## src/rtl/chop_pkg.sv

```systemverilog
// Shared types for the chopping regulator: bridge action codes, decay style
// codes and the selector decode. Assumes a 2-bit selector whose idle value
// (both bits equal) must map to the mixed style.
package chop_pkg;

    typedef enum logic [1:0] {
        BR_OFF    = 2'b00,
        BR_CHARGE = 2'b01,
        BR_SLOW   = 2'b10,
        BR_FAST   = 2'b11
    } bridge_e;

    typedef enum logic [1:0] {
        DM_MIXED = 2'b00,
        DM_SLOW  = 2'b01,
        DM_FAST  = 2'b10
    } decay_e;

    // Map the raw selector to a decay style; both idle codes give mixed.
    function automatic decay_e decode_sel(input logic [1:0] sel);
        decay_e m;
        case (sel)
            2'b01:   m = DM_SLOW;
            2'b10:   m = DM_FAST;
            default: m = DM_MIXED;
        endcase
        return m;
    endfunction

endpackage

```

## src/rtl/chop_mode_latch.sv

```systemverilog
// Holds the decay style for the current chopping period. The selector is
// sampled only when a tick is accepted, so the style is constant for the
// whole period. Assumes accept is already qualified by the disable input.
module chop_mode_latch
    import chop_pkg::*;
(
    input  logic       clk,
    input  logic       rst_n,
    input  logic       accept,
    input  logic [1:0] decay_sel,
    output decay_e     mode_q
);

    // Capture the decoded style at each accepted tick; reset to mixed.
    always_ff @(posedge clk) begin
        if (!rst_n) begin
            mode_q <= DM_MIXED;
        end else if (accept) begin
            mode_q <= decode_sel(decay_sel);
        end
    end

endmodule

```

## src/rtl/chop_phase_timer.sv

```systemverilog
// Counts the cycles since the last accepted tick. It flags the blanking
// window (no comparator action yet) and the fast-tail window, both as seen
// at the edge ending the current cycle. Saturates at PERIOD_CYC so a late
// tick never wraps the count. Assumes 1 <= BLANK_CYC <= PERIOD_CYC-TAIL_CYC.
module chop_phase_timer #(
    parameter int PERIOD_CYC = 100,
    parameter int BLANK_CYC  = 10,
    parameter int TAIL_CYC   = 10
) (
    input  logic clk,
    input  logic rst_n,
    input  logic restart,
    output logic blank_open,
    output logic tail_due
);

    localparam int CNT_W      = $clog2(PERIOD_CYC + 1);
    localparam int TAIL_START = PERIOD_CYC - TAIL_CYC;
    localparam logic [CNT_W-1:0] CNT_MAX    = CNT_W'(PERIOD_CYC);
    localparam logic [CNT_W-1:0] BLANK_LAST = CNT_W'(BLANK_CYC - 1);
    localparam logic [CNT_W-1:0] TAIL_EDGE  = CNT_W'(TAIL_START - 1);

    logic [CNT_W-1:0] cnt_q;

    // Cycle counter: cleared by a tick, saturating at the nominal period.
    always_ff @(posedge clk) begin
        if (!rst_n) begin
            cnt_q <= CNT_MAX;
        end else if (restart) begin
            cnt_q <= '0;
        end else if (cnt_q != CNT_MAX) begin
            cnt_q <= cnt_q + 1'b1;
        end
    end

    // Window flags decoded from the count for the edge ending this cycle.
    always_comb begin
        blank_open = (cnt_q < BLANK_LAST);
        tail_due   = (cnt_q >= TAIL_EDGE);
    end

endmodule

```

## src/rtl/chop_channel_fsm.sv

```systemverilog
// One channel's bridge sequencer. A tick forces CHARGE. Blanking keeps
// CHARGE and, for mixed style, records whether the comparator was ever low.
// After blanking, the style decides between slow, fast and mixed sequencing.
// Decay states hold until the next tick. Assumes cmp_hit is synchronous.
module chop_channel_fsm
    import chop_pkg::*;
(
    input  logic    clk,
    input  logic    rst_n,
    input  logic    hold_off,
    input  logic    restart,
    input  logic    cmp_hit,
    input  decay_e  mode,
    input  logic    blank_open,
    input  logic    tail_due,
    output bridge_e state_q
);

    bridge_e state_d;
    logic    below_q;
    logic    below_d;
    logic    below_now;

    // Next-state selection for the bridge sequence of this channel.
    always_comb begin
        state_d   = state_q;
        below_d   = below_q;
        below_now = below_q | ~cmp_hit;
        if (hold_off) begin
            state_d = BR_OFF;
            below_d = 1'b0;
        end else if (restart) begin
            state_d = BR_CHARGE;
            below_d = 1'b0;
        end else begin
            unique case (state_q)
                BR_CHARGE: begin
                    if (blank_open) begin
                        below_d = below_now;
                    end else begin
                        unique case (mode)
                            DM_SLOW: begin
                                if (cmp_hit) state_d = BR_SLOW;
                            end
                            DM_FAST: begin
                                if (cmp_hit) state_d = BR_FAST;
                            end
                            default: begin
                                below_d = below_now;
                                if (!below_now || tail_due) begin
                                    state_d = BR_FAST;
                                end else if (cmp_hit) begin
                                    state_d = BR_SLOW;
                                end
                            end
                        endcase
                    end
                end
                BR_SLOW: begin
                    if (mode == DM_MIXED && tail_due) state_d = BR_FAST;
                end
                default: begin
                    state_d = state_q;
                end
            endcase
        end
    end

    // State and below-set-point flag registers.
    always_ff @(posedge clk) begin
        if (!rst_n) begin
            state_q <= BR_OFF;
            below_q <= 1'b0;
        end else begin
            state_q <= state_d;
            below_q <= below_d;
        end
    end

endmodule

```

## src/rtl/chop_regulator.sv

```systemverilog
// Top of the chopping regulator. One phase timer and one style latch are
// shared, because all channels chop on the same tick. There is one sequencer
// per channel. The disable input overrides every output at once and keeps
// the sequencers idle. Assumes chop_tick is a single-cycle pulse.
module chop_regulator
    import chop_pkg::*;
#(
    parameter int NUM_CH     = 2,
    parameter int PERIOD_CYC = 100,
    parameter int BLANK_CYC  = 10,
    parameter int TAIL_CYC   = 10
) (
    input  logic                  clk,
    input  logic                  rst_n,
    input  logic                  chop_tick,
    input  logic                  drive_off,
    input  logic [1:0]            decay_sel,
    input  logic [NUM_CH-1:0]     cmp_hit,
    output logic [2*NUM_CH-1:0]   bridge_state
);

    logic    tick_ok;
    logic    blank_open;
    logic    tail_due;
    decay_e  mode_q;
    bridge_e ch_state [NUM_CH];

    // A tick counts only while the bridges are enabled.
    always_comb tick_ok = chop_tick & ~drive_off;

    chop_mode_latch u_mode (
        .clk       (clk),
        .rst_n     (rst_n),
        .accept    (tick_ok),
        .decay_sel (decay_sel),
        .mode_q    (mode_q)
    );

    chop_phase_timer #(
        .PERIOD_CYC (PERIOD_CYC),
        .BLANK_CYC  (BLANK_CYC),
        .TAIL_CYC   (TAIL_CYC)
    ) u_timer (
        .clk        (clk),
        .rst_n      (rst_n),
        .restart    (tick_ok),
        .blank_open (blank_open),
        .tail_due   (tail_due)
    );

    for (genvar i = 0; i < NUM_CH; i++) begin : g_ch
        chop_channel_fsm u_fsm (
            .clk        (clk),
            .rst_n      (rst_n),
            .hold_off   (drive_off),
            .restart    (tick_ok),
            .cmp_hit    (cmp_hit[i]),
            .mode       (mode_q),
            .blank_open (blank_open),
            .tail_due   (tail_due),
            .state_q    (ch_state[i])
        );
        // Output override: disable wins over the registered state.
        assign bridge_state[2*i+1:2*i] = drive_off ? BR_OFF : ch_state[i];
    end

endmodule

```

## config.mk

```make
export PLATFORM = sky130hd
export DESIGN_NAME = chop_regulator
export DESIGN_NICKNAME = d
export VERILOG_FILES = /design/src/rtl/chop_pkg.sv /design/src/rtl/chop_mode_latch.sv /design/src/rtl/chop_phase_timer.sv /design/src/rtl/chop_channel_fsm.sv /design/src/rtl/chop_regulator.sv
export SDC_FILE = /design/constraint.sdc
export NUM_CORES = 1
export LEC_CHECK = 0
export BUFFER_PORTS_ARGS = -buffer_cell sky130_fd_sc_hd__buf_2
export CORE_ASPECT_RATIO = 0.9
export CORE_UTILIZATION = 35
export DETAILED_ROUTE_END_ITERATION = 16
export SYNTH_ARGS = -nofsm -noshare
export SYNTH_HDL_FRONTEND = slang
export SYNTH_HIERARCHICAL = 1
export SYNTH_SLANG_ARGS = --single-unit
```

## constraint.sdc

```tcl
create_clock -name clk -period 2.4 [get_ports clk]
set_input_delay 0.48 -clock clk [delete_from_list [all_inputs] [get_ports clk]]
set_output_delay 0.48 -clock clk [all_outputs]
set_load 0.01 [all_outputs]
```

[Word level (Yosys, flattened, before mapping)]
Index checks and enable logic that the tools add are counted.
Storage, ports and cells
  register bits after elaboration: 15
  output and inout bits: 4
  logic and storage cells: 86
Cells by class
  $add $sub $neg: 1
  order comparisons: 2
  eq/ne operators: 22
  muxes and demuxes: 24
  bitwise gates (word level): 7
  reduce and logical (&&, ||, !) cells: 21
Operators by type and width (number)
  2-to-1 mux 2 bit: 11
  case mux 2 bit (2 select lines): 5
  AND reduction 4 bit: 4
  2-to-1 mux 7 bit: 2
  inequality test 3 bit, second input constant: 4
  equality test 2 x 1 -> 1 bit, second input constant: 4
  equality test 2 bit, second input constant: 4
  adder 7 x 1 -> 7 bit, second input constant: 1
  greater-or-equal comparator 7 bit, second input constant: 1
  less-than comparator 7 x 4 -> 1 bit, second input constant: 1
  inequality test 7 bit, second input constant: 1
  2-to-1 mux 1 bit: 6
  inequality test 2 bit, second input constant: 3
  nonzero test 2 bit: 3
  nonzero test 3 bit: 2
  OR reduction 2 bit: 3
  inequality test 2 x 1 -> 1 bit, second input constant: 2
  inequality test 4 x 3 -> 1 bit, second input constant: 1
  inequality test 4 bit, second input constant: 1
  inverter 1 bit: 4
  AND reduction 2 bit: 2
  inequality test 3 x 1 -> 1 bit, second input constant: 1
  inequality test 3 x 2 -> 1 bit, second input constant: 1
  OR reduction 3 bit: 1
  other kinds (6): 9

[Logic depth before layout (Yosys ltp)]
Gate-level depths: netlist of the first run.
  depth after elaboration: 9
  gate-level depth with buffers: 6
  gate-level depth less buffers: 6

[Cells and area by module]
Netlist of the first run, hierarchy kept.
Modules (own cells, without submodules)
  chop_channel_fsm: instances 2, cells an instance 27, area each 235.2 um^2, sequential area each 60.1 um^2
  chop_phase_timer: instances 1, cells an instance 50, area each 420.4 um^2, sequential area each 140.1 um^2
  chop_mode_latch: instances 1, cells an instance 8, area each 80.1 um^2, sequential area each 40.0 um^2
  chop_regulator: instances 1, cells an instance 5, area each 31.3 um^2, sequential area each 0.0 um^2

[Worst setup path before layout of the first run]
Ideal clock, no wire load.
  path kind: register to register
  from: reg u_timer.cnt_q[0]
  to: reg g_ch[0].u_fsm.state_q[0]
  setup time: 0.125 ns
  data arrival time: 1.659 ns
  required time: 2.275 ns
  slack: 0.616 ns
  cell stages (with the launch flop): 6
  period minus slack after synthesis: 1.784 ns
  cell sequence: dfxtp_1 > or3_1 > o311a_1 > and4bb_1 > a211oi_1 > o41a_1
Between the ends
  cells in the longest elaborated chain, start to end: 7
  elaborated cells on any way between the ends: 12
  classes of those cells: 2 x order compare; 2 x eq/ne; 5 x mux; 3 x reduce/logical
RTL lines
  start, declared: RTL line chop_phase_timer.sv:23  | logic [CNT_W-1:0] cnt_q;
  start signal, assigned: RTL line chop_phase_timer.sv:32  | cnt_q <= cnt_q + 1'b1;
  greater-or-equal comparator 7 bit (*): RTL line chop_phase_timer.sv:39  | tail_due = (cnt_q >= TAIL_EDGE);
  named net tail_due: RTL line chop_regulator.sv:24  | logic tail_due;
  logical OR 1 bit: RTL line chop_channel_fsm.sv:50  | if (!below_now || tail_due) begin
  2-to-1 mux 2 bit: RTL line chop_channel_fsm.sv:50
  case mux 2 bit (2 select lines): RTL line chop_channel_fsm.sv:41  | unique case (mode)
  2-to-1 mux 2 bit: RTL line chop_channel_fsm.sv:38  | if (blank_open) begin
  case mux 2 bit (2 select lines): RTL line chop_channel_fsm.sv:36  | unique case (state_q)
  2-to-1 mux 1 bit: RTL line chop_channel_fsm.sv:32  | end else if (restart) begin
  end signal, assigned: RTL line chop_channel_fsm.sv:75  | state_q <= state_d;
  end, declared: RTL line chop_channel_fsm.sv:16  | output bridge_e state_q
The timed path passes the listed nets; every way through them passes the cells marked *. The select of a mux whose other input is x is not followed.
A chain may end at the register's enable or synchronous reset.

[Worst setup path after layout of the first run]
Same ends and word-level chain as after synthesis.

==> results of run 1 <==
through the flow:
stage / utilization (%) / std cells / hold slack (ps)
3_3_place_gp: 40.9 / 169 / 508
3_5_place_dp: 40.9 / 169 / 511
2_1_floorplan: - / 117 / 479
5_1_grt: 41.9 / 173 / 441
4_1_cts: 41.9 / 173 / 417
6_report: 41.9 / 173 / 433
Yosys cell counts (3+ instances only):
| master | n |
|---|---|
| nor3_1 | 6 |
| a21oi_1 | 3 |
| ha_1 | 9 |
| nand3_1 | 4 |
| dfxtp_1 | 15 |
| or2b_1 | 3 |
| nand4b_1 | 3 |
| inv_1 | 8 |
| nor2b_1 | 8 |
| nand2b_1 | 6 |
| nor2_1 | 8 |
| nand2_1 | 9 |
cell type report:
type	count	area, µm²
tap	40	50.0
sequential	15	300
clock buffer	3	22.5
clock inverter	1	5.00
multi-input combinational	94	672
fill	276	1580
inverter	8	30.0
timing repair buffer	12	62.6
sequential cells by signal (all words and copies together) (netlist names):
register	cells
u_mode/mode_q	2
u_timer/cnt_q	7
g_ch.u_fsm/state_q	4
g_ch.u_fsm/below_q	2
logic make-up (layout without fill, tap and decap cells):
logic type,after synthesis,count (layout),share of synthesized area [%]
xor gates and xnor gates,2,2,1.75
and+or+nand+nor,62,62,37.3
buffers and inverters,8,24,3.00
adders and majority gates,9,9,11.2
AOI/OAI and AO/OA,21,21,16.7
DFF,15,15,30.0
routing by layer:
metal | up-vias | wire (µm) | global-route usage [%]
met5 | - | 0 | 0
met4 | 0 | 31 | 5.95
met3 | 5 | 86 | 4.69
met2 | 18 | 980 | 24.3
met1 | 425 | 1070 | 17.0
li1 | 458 | - | -
worst max-delay path: stages (launching register included):
cell and delay (ps):
dfxtp_1 370, or3_1 420, o311a_1 380, and4bb_1 280
a211oi_1 50, o41a_1 320
worst paths after layout:
check	start	endpoint	slack [ps]	cells after the start
setup / recovery	u_timer/cnt_q[0]	g_ch[0].u_fsm/state_q[0]	460	5
setup reg to reg	u_timer/cnt_q[0]	g_ch[0].u_fsm/state_q[0]	460	5
hold / removal	decay_sel[0]	u_mode/mode_q[0]	430	3
hold reg to reg	u_timer/cnt_q[1]	u_timer/cnt_q[1]	520	2
power by group:
part | total (mW) | switching (mW) | internal (mW)
clock | 0.151 | 0.0885 | 0.0621
combinational | 0.102 | 0.0573 | 0.0449
sequential | 0.272 | 0.0136 | 0.259
==> summary.txt, run 1 <==
number of port buffers = 11
All-Layer GR Usage = 14.5%
fraction of synthesis flops using an asynchronous set or reset pin = 0%
hold buffers post-CTS = 0
commonest cells after routing, fill and taps aside = 15 x dfxtp_1, 11 x buf_2, 9 x nand2_1, 9 x ha_1
most common library cell in the layout ignoring fill and taps = dfxtp_1
vertical die dimension = 52.8 µm
drt total wl = 2170 µm
Routed WL per cell = 12.5 µm
part of the cycle the worst path needs = 80.7%
arrival time at the worst endpoint = 2110 ps
RSZ-0062 raised after global routing = no
Max FO, Critical Path = 6
starting density of the core = 36.8%
power after layout = 525 µW
dominant synthesized flop cell = dfxtp_1
Sinks on Clock Net = 15
Setup Fix Bufs, Post-CTS = 0
Mapped Area = 1000 µm²
Max Clock Freq = 516 MHz
max cap viols = 0
deepest clock path buffer count = 2
TritonCTS clock tree = built
# nets final = 151
Synth area leader = dfxtp_1
number of iterations in the first detailed-routing pass = 4
Inserted Diodes = 0
time the worst path needs with I/O delays and setup = 1940 ps
area of the core = 2730 µm²
wire length of the first global-routing pass = 3330 µm
status = complete, no violations
crit path launch type = flip-flop
largest net degree at the start of global routing = 19
Final Worst Setup Slack = 463 ps
number of storage elements in the synthesis netlist = 15
data required time of the critical path = 2580 ps
LEAKAGE = 0.459 nW
post-synthesis to final-layout area growth = 14.0%
standard-cell row count = 18
number of top-level pins = 12
CTS H-tree depth = 1
Post-route DRC = 0
vias in the first global route = 801
width of the chip = 58.4 µm
DRT antenna net count = 0
placer's final routability congestion estimate = 0.824
Final TNS setup = 0 ps
source-to-sink clock delay at the later pin of the worst-skew pair = 290 ps
count of endpoints failing setup in the final report = 0
post-placement setup slack = 507 ps
Die ar. = 3080 µm²
antenna violations before repair = 0
synth unique cells = 33
ratio of total power to cell area = 460 nW/µm²
number of cells produced by synthesis = 117
average cell area after synthesis = 8.57 µm²
top-area cell type share of the netlist area = 30.0%
endpoint type of the worst setup path = flip-flop
proportion of synthesized chip area in sequential cells = 30.0%
critical path start-end classification = reg -> reg
synthesized net count = 134
worst slew pin tran = 596 ps
via count = 906
type of the worst min-delay path = in -> reg
maximum VDD drop = 275 µV
Iteration-0 DRC Markers = 26
top cells by area in the synthesized netlist = dfxtp_1 30%, ha_1 11%, nor2b_1 5.0%
Placement Cell Area = 1110 µm²
final global-route overflow total = 0
worst max-slew margin expressed relative to the limit = 60.2%
Final Hold Fails = 0
Yosys warning count = 6
post-detail-place hpwl = 1610 µm
CTS resizes = 0
vias per cell = 5.24
register clock-pin slew on the reported worst setup and hold paths = 100 ps
root buf cell = clkbuf_4
number of flops mapped to enable cells by yosys = 0
final design instance area without fill = 1140 µm²
CTS Buf Count = 3
fraction of final layout cells sized beyond drive strength 1 = 15.8%
Max Transition Viols Final = 0
final setup skew = 5.96 ps
No activity file was read; power rests on OpenSTA's default activity.
==> inputs of run 2 (changes only) <==
Clock period 2.4 ns to 1.87 ns, I/O delays scaled along.
==> summary.txt, run 2 (same netlist as run 1, synthesis figures left out) <==
critical path start-end classification = reg -> reg
Max Transition Viols Final = 0 (unchanged)
register clock-pin slew on the reported worst setup and hold paths = 90 ps (about the same)
wire length of the first global-routing pass = 3720 µm (+12%)
crit path launch type = flip-flop
vias per cell = 5.13 (-2.1%)
endpoint of the worst register-to-register path = g_ch[0].u_fsm/state_q[0]
Die ar. = 3080 µm² (unchanged)
standard-cell row count = 18 (unchanged)
start of the worst register-to-register path = u_timer/cnt_q[1]
Top delay family on crit path = compound AO/OA/AOI/OAI gates
status = finished, violations left
drt total wl = 2270 µm (+4.8%)
post-synthesis to final-layout area growth = 21.6%
largest registers ranked by flip-flop count = u_timer/cnt_q: 7 flops, g_ch.u_fsm/state_q: 4 flops
starting density of the core = 36.8% (unchanged)
largest net degree at the start of global routing = 19 (unchanged)
TritonCTS clock tree = built
hold buffers post-CTS = 0 (unchanged)
Post-route DRC = 0 (unchanged)
count of cells along the worst hold path = 3 (unchanged)
vias in the first global route = 831 (+3.7%)
DRT antenna net count = 0 (unchanged)
endpoint type of the worst setup path = flip-flop
via count = 918 (+1.3%)
CTS Buf Count = 3 (unchanged)
part of the cycle the worst path needs = 100% (+19 points)
register ranked first by flip-flop count = u_timer/cnt_q
final global-route overflow total = 0 (unchanged)
number of top-level pins = 12 (unchanged)
max cap viols = 0 (unchanged)
buffers plus inverters on the worst setup path = 0 (unchanged)
Final Worst Setup Slack = -2.78 ps (-466 ps)
most common library cell in the layout ignoring fill and taps = dfxtp_1
Placed Cells incl. Taps = 173 (+2.4%)
Final Hold Fails = 0 (unchanged)
filler instances = 268 (-2.9%)
area taken by multi-input logic gates = 688 µm² (+2.4%)
placer's final routability congestion estimate = 0.803 (-2.5%)
worst reg2reg setup slack = -3 ps (-470 ps)
worst min-delay path endpoint = u_mode/mode_q[0]
Max FO, Critical Path = 4 (-2)
CTS H-tree depth = 1 (unchanged)
All-Layer GR Usage = 16.2% (+1.7 points)
Sinks on Clock Net = 15 (unchanged)
width of the chip = 58.4 µm (unchanged)
root buf cell = clkbuf_4
number of iterations in the first detailed-routing pass = 4 (unchanged)
data required time of the critical path = 2030 ps (-550 ps)
post-detail-place hpwl = 1650 µm (+2.5%)
source-to-sink clock delay at the later pin of the worst-skew pair = 280 ps (about the same)
worst slew pin tran = 334 ps (-262 ps)
library cell contributing the largest single delay on the critical path = or3_4
Iteration-0 DRC Markers = 13 (-50%)
ratio of total power to cell area = 566 nW/µm² (+23%)
final setup skew = 4.58 ps (-1.38 ps)
antenna violations before repair = 0 (unchanged)
Inserted Diodes = 0 (unchanged)
maximum VDD drop = 222 µV (-19%)
LEAKAGE = 0.494 nW (+7.7%)
failing checks = negative setup slack
RSZ-0062 raised after global routing = yes
commonest cells after routing, fill and taps aside = 14 x dfxtp_1, 11 x buf_2, 9 x nand2_1, 9 x ha_1
area of the core = 2730 µm² (unchanged)
number of port buffers = 11 (unchanged)
Routed WL per cell = 12.7 µm (+1.2%)
type of the worst min-delay path = in -> reg
deepest clock path buffer count = 2 (unchanged)
final std cells w/o fill = 179 (+3.5%)
Max Clock Freq = 534 MHz (+3.4%)
Final Hold Slack = 337 ps (-96.0 ps)
worst min-delay path startpoint = decay_sel[0]
arrival time at the worst endpoint = 2040 ps (-70 ps)
chain of cells forming the critical path = or3_4 -> o311a_4 -> and4bb_1 -> a211oi_1 -> o41a_1
time the worst path needs with I/O delays and setup = 1870 ps (-64.4 ps)
count of endpoints failing setup in the final report = 2 (+2)
slowest cell delay on critical path = 380 ps (-40 ps)
worst max-slew margin expressed relative to the limit = 77.8% (+18 points)
# nets final = 157 (+4.0%)
R2R cell count = 5 (unchanged)
fraction of final layout cells sized beyond drive strength 1 = 20.9% (+5.1 points)
vertical die dimension = 52.8 µm (unchanged)
power after layout = 690 µW (+31%)
area taken by flip-flops and latches = 304 µm² (+1.3%)
number of flip-flops in the largest register = 7 (unchanged)
==> run 2: cell types whose count changed in the layout (fill, tap and decap cells not counted), sizes merged <==
cell    before  now
clkbuf       3    4
clkinv       1    0
buf         12   18
==> run 2: worst max path at each step <==
stage / start / end / slack (ps) / depth (start not counted)
floorplan: u_timer/cnt_q[0] / g_ch[0].u_fsm/state_q[0] / 90 / 5
global placement: u_timer/cnt_q[1] / g_ch[1].u_fsm/state_q[0] / 100 / 5
detailed placement: u_timer/cnt_q[1] / g_ch[1].u_fsm/state_q[0] / 20 / 5
CTS: u_timer/cnt_q[1] / g_ch[1].u_fsm/state_q[0] / 0.4 / 5
global route: u_timer/cnt_q[1] / g_ch[0].u_fsm/state_q[0] / -40 / 5
finish: u_timer/cnt_q[1] / g_ch[0].u_fsm/state_q[0] / -3 / 5
==> run 2: area by class of cell <==
cell class,count,area share [%]
clock buffer,4,2.16
inverter,8,2.46
multi-input combinational,94,56.5
sequential,15,24.9
tap,40,4.11
timing repair buffer,18,9.86
==> run 2: report_power, final <==
group	internal (mW)	switching (mW)	total, mW	leakage (nW)
Clock	0.0828	0.102	0.185	0.0150
Sequential	0.332	0.0114	0.343	0.123
Combinational	0.0753	0.0866	0.162	0.356
==> run 2: layer usage <==
layer / up-vias / global-route usage, % / share of wire, %
met5: - / 0 / 0
met4: 0 / 2.38 / 0
met3: 0 / 4.44 / 4.1
met2: 20 / 26.8 / 45
met1: 428 / 21.5 / 51
li1: 470 / - / -
==> run 2: tightest hold or removal path, cell delays in order <==
cell	delay, ps
buf_2	80
nand4b_1	80
nand2_1	60
==> run 2: repair_timing <==
item / 4_1_cts / 5_1_grt
setup endpoints to repair: 0 / 3
buffers inserted: 0 / 2
gates resized for setup: 0 / 4
==> run 2: metrics by stage <==
step | worst slack, ps | TNS, ps | utilization (%) | instance area, µm²
5_1_grt | -38.6 | -65.7 | 44.7 | 1220
2_1_floorplan | 85.9 | 0 | - | 1000
3_5_place_dp | 21.2 | 0 | 42.5 | 1160
4_1_cts | 0.445 | 0 | 43.4 | 1180
6_report | -2.78 | -4.47 | 44.7 | 1220
3_3_place_gp | 99.2 | 0 | 42.5 | 1160
